[config.mk]
export PLATFORM = sky130hd
export DESIGN_NAME = alarm_timer_irq
export DESIGN_NICKNAME = d
export VERILOG_FILES = /design/src/rtl/alarm_timer_irq.sv
export SDC_FILE = /design/constraint.sdc
export NUM_CORES = 1
export LEC_CHECK = 0
export BUFFER_PORTS_ARGS = -buffer_cell sky130_fd_sc_hd__buf_4
export CORE_UTILIZATION = 55
export DETAILED_ROUTE_END_ITERATION = 10
export MAX_ROUTING_LAYER = met4
export PLACE_DENSITY = 0.8
export SYNTH_ARGS = -nofsm -noshare
export SYNTH_HDL_FRONTEND = slang
export SYNTH_SLANG_ARGS = --single-unit
[constraint.sdc]
create_clock -name clk -period 7.26 [get_ports clk]
set_clock_uncertainty 0.15 [all_clocks]
set_input_delay 2.178 -clock clk [delete_from_list [all_inputs] [get_ports clk]]
set_output_delay 2.178 -clock clk [all_outputs]
set_load 0.03 [all_outputs]
[src/rtl/alarm_timer_irq.sv]
module alarm_timer_irq #(
  parameter int DW = 8
) (
  input  logic          clk,
  input  logic          rst_n,
  input  logic          wr_en,
  input  logic [3:0]    wr_addr,
  input  logic [DW-1:0] wr_data,
  input  logic [DW-1:0] cnt_hund,
  input  logic [DW-1:0] cnt_sec,
  input  logic [DW-1:0] cnt_min,
  input  logic [DW-1:0] cnt_hour,
  input  logic [DW-1:0] cnt_yd,
  input  logic [DW-1:0] cnt_wm,
  input  logic          tick_hund,
  input  logic          tick_sec,
  input  logic          tick_min,
  input  logic          tick_hour,
  input  logic          tick_day,
  input  logic          sq_1hz,
  output logic [DW-1:0] timer_val,
  output logic          timer_flag,
  output logic          alarm_flag,
  output logic          irq_n
);
  localparam logic [3:0] A_CTL = 4'h0;
  localparam logic [3:0] A_TMR = 4'h7;
  localparam logic [3:0] A_MODE = 4'h8;
  localparam logic [3:0] A_CMP0 = 4'h9;
  localparam int NCMP = 7;
  localparam logic [DW-1:0] TOP = DW'(8'h99);

  logic          alarm_en;
  logic [DW-1:0] mode;
  logic [DW-1:0] cmp [NCMP];

  wire wr_ctl = wr_en && wr_addr == A_CTL;
  wire wr_tmr = wr_en && wr_addr == A_TMR;
  wire wr_mode = wr_en && wr_addr == A_MODE;

  function automatic logic [DW-1:0] bcd_inc(input logic [DW-1:0] v);
    logic [3:0] lo, hi;
    lo = v[3:0];
    hi = v[7:4];
    if (v == TOP) return '0;
    if (lo >= 4'd9) return DW'({hi + 4'd1, 4'd0});
    return DW'({hi, lo + 4'd1});
  endfunction

  logic tick_sel;
  always_comb begin
    case (mode[2:0])
      3'b001:  tick_sel = tick_hund;
      3'b010:  tick_sel = tick_sec;
      3'b011:  tick_sel = tick_min;
      3'b100:  tick_sel = tick_hour;
      3'b101:  tick_sel = tick_day;
      default: tick_sel = 1'b0;
    endcase
  end

  wire           tmr_step = alarm_en && tick_sel;
  wire [DW-1:0]  tmr_next = bcd_inc(timer_val);
  wire           tmr_wrap = tmr_step && timer_val == TOP;
  wire           tmr_hit  = tmr_step && mode[6] && tmr_next == cmp[6];

  wire       time_eq = cnt_hund == cmp[0] && cnt_sec == cmp[1] &&
                       cnt_min == cmp[2] && cnt_hour == cmp[3];
  wire [2:0] wday    = cnt_wm[7:5];
  wire       wday_ok = wday != 3'd7 && cmp[5][wday];
  wire       date_ok = cnt_yd[5:0] == cmp[4][5:0] && cnt_wm[4:0] == cmp[5][4:0];

  logic kind_ok;
  always_comb begin
    case (mode[5:4])
      2'b01:   kind_ok = 1'b1;
      2'b10:   kind_ok = wday_ok;
      2'b11:   kind_ok = date_ok;
      default: kind_ok = 1'b0;
    endcase
  end

  wire clk_hit = alarm_en && tick_hund && time_eq && kind_ok;
  wire a_set   = tmr_hit || clk_hit;

  always_ff @(posedge clk or negedge rst_n) begin
    if (!rst_n) begin
      alarm_en <= 1'b0;
      mode     <= '0;
      for (int i = 0; i < NCMP; i++) cmp[i] <= '0;
    end else if (wr_en) begin
      if (wr_ctl) alarm_en <= wr_data[2];
      if (wr_mode) mode <= wr_data;
      for (int i = 0; i < NCMP; i++)
        if (wr_addr == A_CMP0 + 4'(i)) cmp[i] <= wr_data;
    end
  end

  always_ff @(posedge clk or negedge rst_n) begin
    if (!rst_n) timer_val <= '0;
    else if (wr_tmr) timer_val <= wr_data;
    else if (tmr_step) timer_val <= tmr_next;
  end

  always_ff @(posedge clk or negedge rst_n) begin
    if (!rst_n) begin
      timer_flag <= 1'b0;
      alarm_flag <= 1'b0;
    end else if (wr_ctl) begin
      timer_flag <= wr_data[0] || tmr_wrap;
      alarm_flag <= wr_data[1] || a_set;
    end else if (alarm_en) begin
      timer_flag <= timer_flag || tmr_wrap;
      alarm_flag <= alarm_flag || a_set;
    end else begin
      if (tick_sec) timer_flag <= !timer_flag;
      if (tick_min) alarm_flag <= !alarm_flag;
    end
  end

  assign irq_n = alarm_en ? !((alarm_flag && mode[7]) || (timer_flag && mode[3])) : sq_1hz;

  p_wrap_sets_flag_r3: assert property (@(posedge clk) disable iff (!rst_n)
    tmr_wrap && !wr_tmr |=> timer_val == '0 && timer_flag);
  p_timer_alarm_r5: assert property (@(posedge clk) disable iff (!rst_n)
    tmr_hit |=> alarm_flag);
  p_sticky_r9: assert property (@(posedge clk) disable iff (!rst_n)
    alarm_en && alarm_flag && !wr_ctl |=> alarm_flag);
  p_irq_r10: assert property (@(posedge clk) disable iff (!rst_n)
    alarm_en && alarm_flag && mode[7] |-> !irq_n);
  p_halt_r11: assert property (@(posedge clk) disable iff (!rst_n)
    !alarm_en && !wr_tmr |=> $stable(timer_val));
  p_calib_toggle_r11: assert property (@(posedge clk) disable iff (!rst_n)
    !alarm_en && tick_sec && !wr_ctl |=> timer_flag != $past(timer_flag));
endmodule

Yosys cells after proc, flatten, opt, wreduce, memory -nomap -nowiden:

Cells that the tools add are included.

* register bits: 73
* bits of input ports: 69
* output and inout port bits: 11
* word-level logic and storage cells: 101

* add/subtract/negate cells: 2
* order comparisons: 2
* equality and inequality tests: 26
* multiplexer cells: 20
* reduce and logical (&&, ||, !) cells: 39

Operators by type and width (count)
* $mux 8: 6
* $eq 8x8->1: 5
* $eq 4x4->1 const B: 8
* $reduce_and 2->1: 9
* $logic_and 1x1->1: 17
* $mux 1: 11
* $add 4x1->4 const B: 2
* $eq 8x8->1 const B: 1
* $eq 3x2->1 const B: 2
* $eq 3x3->1 const B: 2
* $eq 6x6->1: 1
* $logic_or 1x1->1: 6
* $reduce_bool 3->1: 2
* $eq 5x5->1: 1
* $pmux 1 s5: 1
* $eq 2x2->1 const B: 2
* $eq 4x3->1 const B: 1
* $ge 4x4->1 const B: 1
* $logic_not 4->1: 1
* $lt 3x4->1 const B: 1
* $bmux 1 s3: 1
* $eq 3x1->1 const B: 1
* $logic_not 1->1: 3
* $ne 3x3->1 const B: 1
* other kinds (3): 3

Depth between registers and ports, before layout:

Gate-level depths: netlist of run 1.

* depth after elaboration: 11
* mapped depth: 10
* gate-level depth less buffers: 9

Worst setup path before layout of run 1:

Ideal clock, no wire load.

* path type: input -> output
* from: in sq_1hz
* to: out irq_n
* arrival time: 2507 ps
* required time: 4932 ps
* setup slack: 2425 ps
* stages: 1
* path buffers: 0
* path through: mux2_2

* word-level cells in the longest chain between the ends: 1

Ends and longest elaborated chain
* start: declaration: line 20 `input logic sq_1hz,`
* $mux 1: line 121 `assign irq_n = alarm_en ? !((alarm_flag && mode[7]) || (timer_flag && mode[3])) : sq_1hz;`
* end: declaration: line 24 `output logic irq_n`

No other way between the ends.

Worst setup path after layout of run 1:

Same ends and word-level chain as after synthesis.

==> results of run 1 <==
==> critical path, cell delays in order <==
cell and delay [ns]:
buf_4 0.10, mux2_2 0.25, buf_4 0.16
==> power groups by stage <==
stage / clock network [mW] / logic, mW / registers (mW)
finish: 0.270 / 0.501 / 0.626
global route: 0.293 / 0.549 / 0.644
CTS: 0.276 / 0.502 / 0.625
detailed placement: 0 / 0.500 / 0.632
global placement: 0 / 0.485 / 0.625
floorplan: 0 / 0.340 / 0.644
==> per-stage QoR <==
stage	worst slack, ns	instance area (um^2)	instances
finish	2.239	4755	518
global route	2.219	4755	518
CTS	2.237	4755	518
detailed placement	2.236	4594	504
global placement	2.237	4594	504
floorplan	2.425	3951	340
==> flip-flops by register name, indices dropped and copies added, names as in the netlist <==
name	cells
mode	8
cmp	53
alarm_en	1
timer_val	8
alarm_flag	1
timer_flag	1
==> cell type report <==
type,instances,area share [%]
tap,96,2.526
clock inverter,4,0.4737
clock buffer,10,2.895
sequential,72,37.89
inverter,6,0.4737
multi-input combinational,251,43.26
timing repair buffer,79,12.47
==> cell families after synthesis <==
family	share of synthesized area, %
and+or+nand+nor	11.62
muxes	21.15
DFF	45.60
xor gates and xnor gates	11.08
AOI/OAI and AO/OA	6.618
buffers and inverters	2.343
adders and majority gates	1.583
==> worst min path at each step <==
stage                                to  slack, ns  depth (start not counted)
floorplan           mode[6]$_DFFE_PN0P_       0.33                          1
global placement    mode[3]$_DFFE_PN0P_       0.34                          1
detailed placement  mode[3]$_DFFE_PN0P_       0.35                          1
CTS                 mode[3]$_DFFE_PN0P_       0.36                          1
global route        mode[3]$_DFFE_PN0P_       0.37                          1
finish              mode[7]$_DFFE_PN0P_       0.36                          1
==> metal layers <==
layer	wire length [um]	vias up
met4	202	0
met2	4355	84
met3	348	18
li1	-	1386
met5	0	-
met1	3898	1470
==> layout by cell type (no fill, tap or decap), types with 2 or more instances in the layout <==
| master | n |
|---|---|
| ha_1 | 5 |
| nand2b_1 | 3 |
| clkinv_2 | 3 |
| clkbuf_8 | 10 |
| buf_4 | 79 |
| nor3b_1 | 2 |
| nand4_1 | 5 |
| nor4_1 | 11 |
| xor2_1 | 36 |
| dfrtp_1 | 72 |
| a21o_1 | 2 |
| nand2_1 | 15 |
| o21a_1 | 2 |
| and4bb_2 | 2 |
| nand3b_1 | 4 |
| a31oi_1 | 3 |
| or3_1 | 3 |
| mux2_2 | 66 |
| xnor2_1 | 14 |
| mux2i_1 | 7 |
| nand3_1 | 7 |
| o21ai_0 | 15 |
| a21oi_1 | 9 |
| nor3_1 | 6 |
| nor2_1 | 14 |
| inv_1 | 6 |
==> results by group, run 1 <==
Power
  – PD cells: 293.7 nW/um^2
  – Pleak: 2.100 nW
  – Sequential Power Share: 44.8%
  – Psw: 0.4997 mW
  – PnR Total Power: 1.396 mW
  – Comb pwr share: 35.9%
  – Clock power share: 19.3%
  – Peak supply drop: 0.1582 mV
  – Switch share: 35.79%
  – Int Pwr: 0.8966 mW

Synth
  – List of most frequent post-synthesis cells: dfrtp_1, mux2_2, xor2_1
  – Leading area contributor after synthesis: dfrtp_1
  – Main synth FF type: dfrtp_1
  – Post-synthesis average cell area: 11.62 um^2
  – Top cell type's share of synthesized area: 45.60%
  – Synthesized area: 3951 um^2
  – Net count after synthesis: 414
  – Post-synthesis instance total: 340
  – Main area contributors after synthesis: dfrtp_1, mux2_2, xor2_1
  – Synthesis-stage register bit count: 72
  – Post-synthesis cell type count: 48
  – Synth async-reset ratio: 100.0%
  – Share of the yosys chip area belonging to registers: 45.60%
  – Most frequent cell after synthesis: dfrtp_1
  – YS warnings: 0
  – Post-synth EDFFs: 0

Finish
  – Layout Utilization: 69.22%
  – Register area: 1802 um^2
  – Share of layout cells above drive strength 1: 40.05%
  – Area growth from synthesis to layout: 20.33%
  – Number of fillers in the final layout: 552
  – Area of the multi-input gates: 2057 um^2
  – # diodes: 0
  – Fin nets: 493

Placement
  – Final Wtd Congestion: 0.8639
  – HPWL after DPL: 6304 um
  – # port buffers: 77

Route
  – 1st-pass router iterations: 4
  – Vias: 2958
  – Routed WL: 8804 um
  – Drt initial violations: 133
  – Via density: 5.710
  – Wire length per cell: 17.00 um
  – DR DRC count: 0
  – Antenna-violating nets left: 0

Hold path
  – Hold Path Class: reg2reg
  – HP Start: mode[7]$_DFFE_PN0P_

Floorplanning
  – Die area: 7527 um^2
  – Placeable Area: 6869 um^2
  – Initial core utilization: 57.52%
  – Row cnt: 30
  – # IOs: 80
  – Chip height: 86.76 um
  – Die Span X: 86.76 um

Global routing
  – Largest net degree at the start of global routing: 73
  – Met1 usage: 34.78%
  – Total Routing Usage GR: 25.89%
  – Total congestion overflow: 0
  – M2 GR Usage: 39.61%
  – M3 GR Usage: 3.714%
  – Number of global-route vias before repair: 2825
  – First-pass GRT wire length: 14100 um
  – Most Used Layer, Global Route: met2
  – Initial antenna violation count: 0

STA
  – Fin. Hold Viols: 0
  – Max Clk Rate: 199.2 MHz
  – Worst Max-Slew Pin Slew: 0.8858 ns
  – # setup viols final: 0
  – Max-slew violation count: 0
  – RSZ-0062 raised after global routing: no
  – Max_slew headroom: 40.40%
  – Final worst-path cycle share: 69.16%
  – Hold WS: 0.3588 ns
  – Crit path time final: 5.021 ns
  – Final TNS setup: 0 ns

Critical path
  – WP data arrival: 2.69 ns
  – Worst R2R Start: timer_val[0]$_DFFE_PN0P_
  – Reg-to-Reg End: alarm_flag$_DFFE_PN0P_
  – FF-to-FF path depth: 9
  – End of the critical path: irq_n
  – Data required, critical path: 4.93 ns
  – Startpoint Class: input pin
  – Kind of end point of the critical path: output pin
  – Crit path kind: in2out
  – CP startpoint: sq_1hz
  – R2R Setup Slk: 4.46 ns
  – Worst-path fanout max: 1

CTS
  – CTS Buffer Depth: 2
  – Hold buffer count at CTS: 0
  – Worst-skew pair later-pin latency: 0.33 ns
  – Cts bufs inserted: 9
  – Post-CTS sizing: 0
  – CTS tree: yes
  – Clock-pin transition on the worst setup and hold timing paths: 0.07 ns
  – Setup Fix Bufs, Post-CTS: 0
  – CTS root buf: clkbuf_8
  – CTS Sinks: 72
  – H-tree lvl count: 3

Outcome
  – Status: finished, final reports clean

Job
  – Max_cap viols: 0
Note: power is estimated with default switching activity, not from simulation.
==> inputs of run 2 (changes only) <==
Settings changed: ABC_AREA set to 1, CORE_UTILIZATION 55 to 50, PLACE_DENSITY 0.8 to 0.76.
Clock period 7.26 ns to 4.4 ns, I/O delays scaled along.
==> run 2 against run 1 <==
Net effect: register-to-register slack lost 2.2 ns; flip-flop and latch count is the same; clock-buffer cell count is the same; sequential power grew 58%; cell count grew 48%; combinational power grew 76%; global-route usage shrank 0.20 points; utilization shrank 5.3 points; worst hold slack lost 0.013 ns; clock power grew 130%; sequential share of layout area shrank 2.0 points.
==> results by group, run 2 <==
Global routing
  – Most Used Layer, Global Route: met2 (unchanged)
  – Number of global-route vias before repair: 3677 (was 2825)
  – Initial antenna violation count: 0 (unchanged)
  – Total congestion overflow: 0 (unchanged)
  – Largest net degree at the start of global routing: 73 (unchanged)
  – First-pass GRT wire length: 16820 um (was 14100 um)
  – M2 GR Usage: 41.67% (was 39.61%)
  – Met1 usage: 33.62% (was 34.78%)
  – M3 GR Usage: 3.284% (was 3.714%)
  – Total Routing Usage GR: 25.69% (was 25.89%)

Synth
  – Post-synthesis average cell area: 7.086 um^2 (was 11.62 um^2)
  – Most frequent cell after synthesis: nand2_1 (was dfrtp_1)
  – Post-synthesis instance total: 582 (was 340)
  – Post-synthesis cell type count: 32 (was 48)
  – Top cell type's share of synthesized area: 43.69% (was 45.60%)
  – Synthesized area: 4124 um^2 (was 3951 um^2)
  – Main area contributors after synthesis: dfrtp_1, nand2_1, inv_1 (was dfrtp_1, mux2_2, xor2_1)
  – Synthesis-stage register bit count: 72 (unchanged)
  – Net count after synthesis: 656 (was 414)
  – Main synth FF type: dfrtp_1 (unchanged)
  – Leading area contributor after synthesis: dfrtp_1 (unchanged)
  – Post-synth EDFFs: 0 (unchanged)
  – Synth async-reset ratio: 100.0% (unchanged)
  – Share of the yosys chip area belonging to registers: 43.69% (was 45.60%)
  – YS warnings: 0 (unchanged)
  – List of most frequent post-synthesis cells: nand2_1, inv_1, dfrtp_1, o21ai_0, nor2_1 (was dfrtp_1, mux2_2, xor2_1)

CTS
  – CTS root buf: clkbuf_8 (unchanged)
  – CTS Sinks: 72 (unchanged)
  – Hold buffer count at CTS: 0 (unchanged)
  – Post-CTS sizing: 0 (unchanged)
  – CTS Buffer Depth: 2 (unchanged)
  – Worst-skew pair later-pin latency: 0.35 ns (was 0.33 ns)
  – Clock-pin transition on the worst setup and hold timing paths: 0.09 ns (was 0.07 ns)
  – CTS tree: yes (unchanged)
  – Cts bufs inserted: 9 (unchanged)
  – Setup Fix Bufs, Post-CTS: 0 (unchanged)
  – H-tree lvl count: 3 (unchanged)

Placement
  – Post-Place Cell Area: 4785 um^2 (was 4594 um^2)
  – Setup Slack @ Placement: 1.175 ns (was 2.236 ns)
  – Final Wtd Congestion: 0.8706 (was 0.8639)
  – # port buffers: 77 (unchanged)
  – HPWL after DPL: 7373 um (was 6304 um)

STA
  – # setup viols final: 0 (unchanged)
  – Final WS setup: 1.179 ns (was 2.239 ns)
  – Crit path time final: 3.221 ns
  – RSZ-0062 raised after global routing: no (unchanged)
  – Final worst-path cycle share: 73.21%
  – Fin. Hold Viols: 0 (unchanged)
  – Max-slew violation count: 0 (unchanged)
  – Max_slew headroom: 39.20% (was 40.40%)
  – Max Clk Rate: 310.4 MHz
  – Worst Max-Slew Pin Slew: 0.9120 ns (was 0.8858 ns)
  – Final TNS setup: 0 ns (unchanged)

Floorplanning
  – Die Span X: 92.82 um (was 86.76 um)
  – Chip height: 92.82 um (was 86.76 um)
  – Placeable Area: 7848 um^2 (was 6869 um^2)
  – Row cnt: 32 (was 30)
  – Die area: 8616 um^2 (was 7527 um^2)
  – # IOs: 80 (unchanged)
  – Initial core utilization: 52.55% (was 57.52%)

Critical path
  – Kind of end point of the critical path: output pin (unchanged)
  – Data required, critical path: 2.93 ns (was 4.93 ns)
  – Cell family with the largest share of critical-path delay: buffers and inverters (unchanged)
  – WP data arrival: 1.75 ns (was 2.69 ns)
  – Crit path kind: in2out (unchanged)
  – Crit path cell chain: buf_4 > a21o_1 > buf_4 (was buf_4 > mux2_2 > buf_4)
  – Max incr delay on CP: 0.17 ns (was 0.25 ns)
  – CP most frequent cell: buf_4 (unchanged)
  – Buf/Inv on CP: 2 (unchanged)
  – Crit-path slowest cell: a21o_1 (was mux2_2)
  – Startpoint Class: input pin (unchanged)
  – Worst-path fanout max: 1 (unchanged)

Route
  – Routed WL: 10170 um (was 8804 um)
  – Drt initial violations: 252 (was 133)
  – Via density: 5.078 (was 5.710)
  – Wire length per cell: 13.26 um (was 17.00 um)
  – DR DRC count: 0 (unchanged)
  – 1st-pass router iterations: 5 (was 4)
  – Antenna-violating nets left: 0 (unchanged)
  – Vias: 3895 (was 2958)

Finish
  – Finished Cell Area: 5017 um^2 (was 4755 um^2)
  – Biggest regs: cmp x53, mode x8, timer_val x8 (unchanged)
  – Largest Register: cmp (unchanged)
  – Area growth from synthesis to layout: 21.66% (was 20.33%)
  – Commonest cells after routing, fill and taps aside: nand2_1, inv_1, buf_4 (was buf_4, dfrtp_1, mux2_2)
  – Max reg flops: 53 (unchanged)
  – # diodes: 0 (unchanged)
  – Commonest non-fill, non-tap cell in the layout: nand2_1 (was buf_4)
  – Fin nets: 734 (was 493)
  – Share of layout cells above drive strength 1: 15.94% (was 40.05%)

Power
  – Pleak: 2.731 nW (was 2.100 nW)
  – Peak supply drop: 0.3032 mV (was 0.1582 mV)
  – PD cells: 496.0 nW/um^2 (was 293.7 nW/um^2)

Outcome
  – Status: finished, final reports clean (unchanged)

Job
  – Max_cap viols: 0 (unchanged)

Hold path
  – Hold Path Class: reg2reg (unchanged)
-- run 2: cell types whose count changed after synthesis, sizes merged, moves of 11 or more --
cell / before / now
xor2: 36 / 2
nand3: 7 / 25
nor2: 14 / 44
inv: 6 / 102
nor4: 11 / 0
mux2: 66 / 0
nand2: 15 / 197
o21ai: 15 / 73
-- run 2: cell type report --
class | instances | area (um^2)
Clock buffer | 10 | 137.6
Timing Repair Buffer | 77 | 578.1
Multi-Input combinational cell | 398 | 1894
Tap cell | 102 | 127.6
Sequential cell | 72 | 1802
Clock inverter | 6 | 95.09
Inverter | 102 | 382.9
Fill cell | 715 | 2830
-- run 2: through the flow --
step                hold slack (ns)  util, %  std cells  total power [mW]
floorplan                    0.2957        -        582             1.599
global placement             0.3156    60.97        751             1.843
detailed placement           0.3259    60.97        751             1.876
CTS                          0.3463    63.93        767             2.494
global route                 0.3675    63.93        767             2.665
finish                       0.3462    63.93        767             2.489
-- run 2: kinds of logic after synthesis --
| family | synth area share, % |
|---|---|
| adder cells (fa/ha/maj) | 1.517 |
| AO/OA/AOI/OAI | 12.74 |
| buffers and inverters | 10.38 |
| flip-flops | 43.69 |
| AND/OR/NAND/NOR | 27.64 |
| XOR/XNOR | 4.035 |
-- run 2: power breakdown --
group	internal, mW	switching (mW)	leakage, nW	total, mW
clock	0.343	0.274	0.118	0.617
combinational	0.363	0.519	1.71	0.881
sequential	0.820	0.170	0.901	0.990
-- run 2: tightest hold or removal path, cell delays in order (launching register included) --
cell,delay (ns)
dfrtp_1,0.36
nand2_1,0.05
o21ai_0,0.06
-- run 2: final timing paths --
check | from | endpoint | slack [ns] | depth (start not counted)
min | cmp[43]$_DFFE_PN0P_ | cmp[43]$_DFFE_PN0P_ | 0.35 | 2
min in group asynchronous | rst_n | cmp[35]$_DFFE_PN0P_ | 0.95 | 1
max | sq_1hz | irq_n | 1.18 | 3
min reg2reg | cmp[43]$_DFFE_PN0P_ | cmp[43]$_DFFE_PN0P_ | 0.35 | 2
max reg2reg | timer_val[0]$_DFFE_PN0P_ | alarm_flag$_DFFE_PN0P_ | 2.30 | 14
max in group asynchronous | rst_n | timer_val[2]$_DFFE_PN0P_ | 2.56 | 1
-- run 2: routing by layer --
| metal | share of wire (%) | vias up |
|---|---|---|
| li1 | - | 1965 |
| met1 | 45 | 1804 |
| met2 | 47 | 107 |
| met3 | 5.9 | 19 |
| met4 | 1.9 | 0 |
| met5 | 0 | - |
